==> src/rtl/sd_init_seq.sv <==
module sd_init_seq #(
  parameter int PRE_TICKS = 74,
  parameter int RETRY_W   = 8
) (
  input  logic               clk,
  input  logic               rst_n,
  input  logic               start,
  input  logic               sd_tick,
  input  logic               use_v18,
  input  logic               wide_bus,
  input  logic [RETRY_W-1:0] max_retries,
  output logic               cmd_start,
  output logic [5:0]         cmd_idx,
  output logic [31:0]        cmd_arg,
  input  logic               cmd_done,
  input  logic               cmd_timeout,
  input  logic               cmd_crc_err,
  input  logic [31:0]        rsp_arg,
  output logic               preamble,
  output logic               fast_clk_req,
  output logic               init_done,
  output logic               init_err,
  output logic [1:0]         err_code,
  output logic               card_v2,
  output logic               card_hc,
  output logic [15:0]        card_rca
);
  localparam int PRE_W = $clog2(PRE_TICKS + 1);

  typedef enum logic [3:0] {
    S_IDLE, S_PRE, S_RST, S_PROBE, S_APP, S_OCR, S_VSW,
    S_CID, S_ADDR, S_SEL, S_BUSW, S_DONE, S_ERR
  } state_t;

  state_t             state;
  logic [PRE_W-1:0]   pre_cnt;
  logic [RETRY_W-1:0] tries;
  logic [RETRY_W:0]   tries_nx;
  logic               issued;
  logic               addr_phase;
  logic               rsp_bad;
  logic               unused_bits;

  assign tries_nx    = {1'b0, tries} + {{RETRY_W{1'b0}}, 1'b1};
  assign rsp_bad     = cmd_timeout | cmd_crc_err;
  assign unused_bits = ^rsp_arg[15:12];

  assign preamble  = (state == S_PRE);
  assign init_done = (state == S_DONE);
  assign init_err  = (state == S_ERR);
  assign cmd_start = !issued && state inside {S_RST, S_PROBE, S_APP, S_OCR,
                                              S_VSW, S_CID, S_ADDR, S_SEL, S_BUSW};

  always_comb begin
    cmd_idx = 6'd0;
    cmd_arg = 32'h0;
    case (state)
      S_PROBE: begin cmd_idx = 6'd8;  cmd_arg = 32'h0000_01AA; end
      S_APP:   begin cmd_idx = 6'd55; cmd_arg = {card_rca, 16'h0}; end
      S_OCR:   begin
        cmd_idx = 6'd41;
        cmd_arg = 32'h00FF_8000 | {1'b0, card_v2, 5'b0, use_v18 & card_v2, 24'h0};
      end
      S_VSW:   cmd_idx = 6'd11;
      S_CID:   cmd_idx = 6'd2;
      S_ADDR:  cmd_idx = 6'd3;
      S_SEL:   begin cmd_idx = 6'd7;  cmd_arg = {card_rca, 16'h0}; end
      S_BUSW:  begin cmd_idx = 6'd6;  cmd_arg = {30'h0, wide_bus, 1'b0}; end
      default: ;
    endcase
  end

  always_ff @(posedge clk) begin
    if (!rst_n) begin
      state        <= S_IDLE;
      pre_cnt      <= '0;
      tries        <= '0;
      issued       <= 1'b0;
      addr_phase   <= 1'b0;
      fast_clk_req <= 1'b0;
      err_code     <= 2'd0;
      card_v2      <= 1'b0;
      card_hc      <= 1'b0;
      card_rca     <= 16'h0;
    end else begin
      case (state)
        S_IDLE, S_DONE, S_ERR: begin
          if (start) begin
            state        <= S_PRE;
            pre_cnt      <= '0;
            tries        <= '0;
            issued       <= 1'b0;
            addr_phase   <= 1'b0;
            fast_clk_req <= 1'b0;
            err_code     <= 2'd0;
            card_v2      <= 1'b0;
            card_hc      <= 1'b0;
            card_rca     <= 16'h0;
          end
        end
        S_PRE: begin
          if (sd_tick) begin
            if (pre_cnt == PRE_W'(PRE_TICKS - 1)) state <= S_RST;
            else pre_cnt <= pre_cnt + 1'b1;
          end
        end
        default: begin
          if (!issued) begin
            issued <= 1'b1;
          end else if (cmd_done) begin
            issued <= 1'b0;
            case (state)
              S_RST: state <= S_PROBE;
              S_PROBE: begin
                if (cmd_timeout) state <= S_APP;
                else if (cmd_crc_err || rsp_arg[11:0] != 12'h1AA) begin
                  state <= S_ERR; err_code <= 2'd1;
                end else begin
                  card_v2 <= 1'b1; state <= S_APP;
                end
              end
              S_APP: begin
                if (rsp_bad) begin state <= S_ERR; err_code <= 2'd3; end
                else state <= addr_phase ? S_BUSW : S_OCR;
              end
              S_OCR: begin
                if (cmd_timeout) begin
                  state <= S_ERR; err_code <= 2'd3;
                end else if (!rsp_arg[31]) begin
                  if (tries_nx >= {1'b0, max_retries}) begin
                    state <= S_ERR; err_code <= 2'd2;
                  end else begin
                    tries <= tries_nx[RETRY_W-1:0]; state <= S_APP;
                  end
                end else begin
                  card_hc <= card_v2 & rsp_arg[30];
                  state   <= (use_v18 && card_v2 && rsp_arg[24]) ? S_VSW : S_CID;
                end
              end
              S_VSW: begin
                if (rsp_bad) begin state <= S_ERR; err_code <= 2'd3; end
                else state <= S_CID;
              end
              S_CID: begin
                if (rsp_bad) begin state <= S_ERR; err_code <= 2'd3; end
                else state <= S_ADDR;
              end
              S_ADDR: begin
                if (rsp_bad) begin state <= S_ERR; err_code <= 2'd3; end
                else begin card_rca <= rsp_arg[31:16]; state <= S_SEL; end
              end
              S_SEL: begin
                if (rsp_bad) begin state <= S_ERR; err_code <= 2'd3; end
                else begin addr_phase <= 1'b1; state <= S_APP; end
              end
              S_BUSW: begin
                if (rsp_bad) begin state <= S_ERR; err_code <= 2'd3; end
                else begin fast_clk_req <= 1'b1; state <= S_DONE; end
              end
              default: state <= S_IDLE;
            endcase
          end
        end
      endcase
    end
  end
endmodule

==> config.mk <==
export PLATFORM = sky130hd
export DESIGN_NAME = sd_init_seq
export DESIGN_NICKNAME = d
export VERILOG_FILES = /design/src/rtl/sd_init_seq.sv
export SDC_FILE = /design/constraint.sdc
export NUM_CORES = 1
export LEC_CHECK = 0
export ABC_AREA = 1
export CORE_MARGIN = 2
export CORE_UTILIZATION = 38
export CTS_CLUSTER_SIZE = 12
export DETAILED_ROUTE_END_ITERATION = 16
export MAX_ROUTING_LAYER = met4
export PLACE_DENSITY = 0.72
export SYNTH_ARGS = -nofsm -noshare
export SYNTH_HDL_FRONTEND = slang
export SYNTH_SLANG_ARGS = --single-unit
export TNS_END_PERCENT = 30
==> constraint.sdc <==
create_clock -name clk -period 2.4 [get_ports clk]
set_input_delay 0.24 -clock clk [delete_from_list [all_inputs] [get_ports clk]]
set_output_delay 0.24 -clock clk [all_outputs]
set_load 0.01 [all_outputs]
==> results.py <==
metrics = {
    "run_status": {
        "status": "finished clean",
    },
    "setup_path": {
        "start_kind": "flop",
        "critPathMaxFanout": 7,
        "r2r_start": "tries[0]$_SDFFE_PN0P_",
        "cp-startpoint": "state[0]$_SDFFE_PN0P_",
        "cpMaxStageDelayCell": "clkdlybuf4s50_1",
        "regToRegSetupSlack_ns": 0.05,
        "slowest_delay_ns": 0.51,
        "reg2regPathDepth": 15,
        "cp-end-kind": "output pin",
        "crit_family": "simple AND/OR/NAND/NOR gates",
        "required_ns": 2.16,
        "critical_path.cell_chain": "nor2_2, inv_1, nor2_2, nor2_1, nand2_1, clkdlybuf4s50_1",
        "reg2reg_to": "tries[2]$_SDFFE_PN0P_",
        "arrival_ns": 2.11,
        "crit_buf_inv": 2,
        "path_common_cell": "nor2_2",
        "worst-setup-path-type": "reg2out",
    },
    "global_route": {
        "antenna_found_initial": 0,
        "grt_first_pass_wirelength_um": 12600,
        "grt_max_degree": 22,
        "track_usage_pct": 20.6,
        "gr-total-overflow": 0,
        "grt_pass1_vias": 2860,
    },
    "routing": {
        "via_per_inst": 4.87,
        "drt_iter0_markers": 180,
        "wl_um": 8220,
        "antenna_left": 0,
        "drc": 0,
        "dr.pass1.iters": 5,
        "wire_per_inst_um": 12.7,
        "num_vias": 3158,
    },
    "cells_and_area": {
        "antenna_cells": 0,
        "nets": 609,
        "fin_util_pct": 58.7,
        "design_area_mm2": 0.00419,
        "drive_gt1_share_pct": 15.5,
        "area_growth_pct": 51.3,
        "nFillCells": 674,
    },
    "worst_hold_path": {
        "hp-class": "reg2reg",
        "worstHoldPathCells": 2,
        "holdPathEnd": "card_rca[4]$_SDFFE_PN0P_",
        "hp-start": "card_rca[4]$_SDFFE_PN0P_",
    },
    "yosys": {
        "avgSynthCellArea_um2": 6.34,
        "synth_top_cell_area_share_pct": 30.4,
        "synthFlopType": "dfxtp_1",
        "syn-cell-area_mm2": 0.00277,
        "ys_seq_elements": 42,
        "synth_top_area_cell": "dfxtp_1",
        "synth_area_leaders": "dfxtp_1 (30%), nand2_1 (15%), nor2_1 (8.5%), inv_1 (7.9%), a21oi_1 (6.9%)",
        "synth_edf_count": 0,
        "ys_seq_area_share_pct": 30.4,
        "synth_most_common_cell": "nand2_1",
        "ys_warn_count": 0,
        "syn_inst": 437,
        "synthArstFlopShare_pct": 0,
        "yosysUniqueCellTypes": 39,
        "synthTopCellsByCount": "nand2_1 (109), nor2_1 (63), inv_1 (58), dfxtp_1 (42), a21oi_1 (38)",
    },
    "cts": {
        "cts_made_buffers": 5,
        "cts_tree": "built",
        "clock_sinks": 42,
        "cts_buffer_depth": 2,
        "htreeDepth": 2,
        "cts_hold_buf": 0,
        "cts_root_buffer": "clkbuf_8",
        "clk_pin_slew_worst_paths_ns": 0.08,
        "clk_latency_ns": 0.30,
    },
    "timing": {
        "fin_tns_setup_ns": 0,
        "timing.final.crit_period_ns": 2.35,
        "rsz0062_at_grt": "true",
        "fin_crit_sh_pct": 97.9,
        "skew_ns": 0.00945,
        "maxSlewViolCount": 0,
        "worstMarginPinSlew_ns": 0.722,
        "final.setup.worst_slack_ns": 0.0511,
        "hold_violations": 0,
        "setup_viol": 0,
        "relSlewSlack_pct": 51.8,
        "fmax_mhz": 426,
    },
    "die": {
        "die-area_mm2": 0.00799,
        "initial_core_util_pct": 38.8,
        "core_area_mm2": 0.00714,
        "die_y_um": 89.4,
        "fp.dieW_um": 89.4,
        "io_pins": 112,
        "num_rows": 31,
    },
    "run": {
        "drv_cap": 0,
    },
    "placed_design": {
        "gp_congestion": 0.974,
        "pre_cts_slack_ns": -0.0455,
        "dp_hpwl_um": 6300,
        "portBuffers": 97,
        "place_area_mm2": 0.00387,
    },
    "power_and_ir_drop": {
        "power_w": 0.00332,
        "cellPowerDensity_mw_per_mm2": 792,
        "peakVddDrop_mv": 0.386,
        "leakagePower_nw": 1.86,
    },
}
==> cell usage in the layout, fill, tap and decap left out, types with 2 or more instances in the layout <==
cell,count
a211oi_1,2
a21oi_1,30
a21oi_2,7
a21oi_4,2
a31oi_1,4
buf_4,18
buf_6,3
clkbuf_8,5
clkdlybuf4s50_1,96
conb_1,10
dfxtp_1,39
dfxtp_4,2
ha_1,10
inv_1,56
inv_2,5
nand2_1,102
nand2_2,6
nand2_4,4
nand3_1,10
nand3_2,7
nand4_1,3
nor2_1,57
nor2_2,11
nor2_4,4
nor3_1,5
nor3b_1,2
o21ai_0,19
o21ai_1,8
xor2_1,2
xor2_2,2
==> cells by family (layout without fill, tap and decap cells) <==
family          Yosys count  after routing  share of synthesized area, %
compound gates           78             78                          15.4
xor+xnor                  5              5                          1.58
fa+ha+maj                11             11                          4.97
buf+inv                  85            189                          14.0
flops                    42             42                          30.4
other cells               1             10                         0.135
simple gates            215            215                          33.5
==> worst min-delay path, cell delays in order (launching register included) <==
cell and delay [ns]:
dfxtp_1 0.32, nand2_1 0.06, a21oi_1 0.05
==> flip-flops by register name (all words and copies together), names as in the netlist <==
register,flops
state,4
issued,1
fast_clk_req,1
pre_cnt,7
card_rca,16
err_code,2
card_v2,1
addr_phase,1
tries,8
card_hc,1
==> power breakdown <==
group | leakage, nW | switching (W) | internal [W] | total [W]
Combinational | 1.47 | 0.00109 | 0.000708 | 0.00179
Clock | 0.0514 | 0.000252 | 0.000310 | 0.000563
Sequential | 0.343 | 0.000142 | 0.000823 | 0.000965
==> worst max-delay path by stage <==
stage                            end  slack, ns  depth (start not counted)
2_1_floorplan  tries[7]$_SDFFE_PN0P_       0.20                         19
3_3_place_gp   tries[0]$_SDFFE_PN0P_       0.04                         18
3_5_place_dp   tries[2]$_SDFFE_PN0P_      -0.05                         19
4_1_cts        tries[0]$_SDFFE_PN0P_      -0.03                         19
5_1_grt        tries[2]$_SDFFE_PN0P_      -0.16                         15
6_report                  cmd_idx[2]       0.05                          6
==> per-stage QoR <==
step | cells | hold WS [ns]
6_report | 649 | 0.480
5_1_grt | 649 | 0.498
4_1_cts | 646 | 0.481
3_5_place_dp | 637 | 0.468
3_3_place_gp | 637 | 0.456
2_1_floorplan | 446 | 0.376
==> what timing repair did <==
item | 4_1_cts | 5_1_grt
buffers inserted | 1 | 3
resized for setup | 7 | 48
hold endpoints to repair | 0 | 0
pin swaps | 1 | 19
setup endpoints to repair | 26 | 30
==> final cells by class <==
class / instances / area, µm² / area share, %
clock buffers: 6 / 72.6 / 1.73
inverters: 63 / 239 / 5.70
repair buffers: 118 / 1140 / 27.2
multi-input cells: 319 / 1730 / 41.3
flip-flops and latches: 42 / 850 / 20.3
well taps: 99 / 124 / 2.96
clock inverters: 2 / 37.5 / 0.896
==> layer usage <==
| layer | part of all wire [%] | track usage [%] |
|---|---|---|
| met5 | 0 | - |
| met4 | 2.3 | 8.82 |
| met2 | 48 | 33.2 |
| met3 | 5.6 | 3.60 |
| met1 | 44 | 25.1 |
Power figures use the tool's default switching activity.
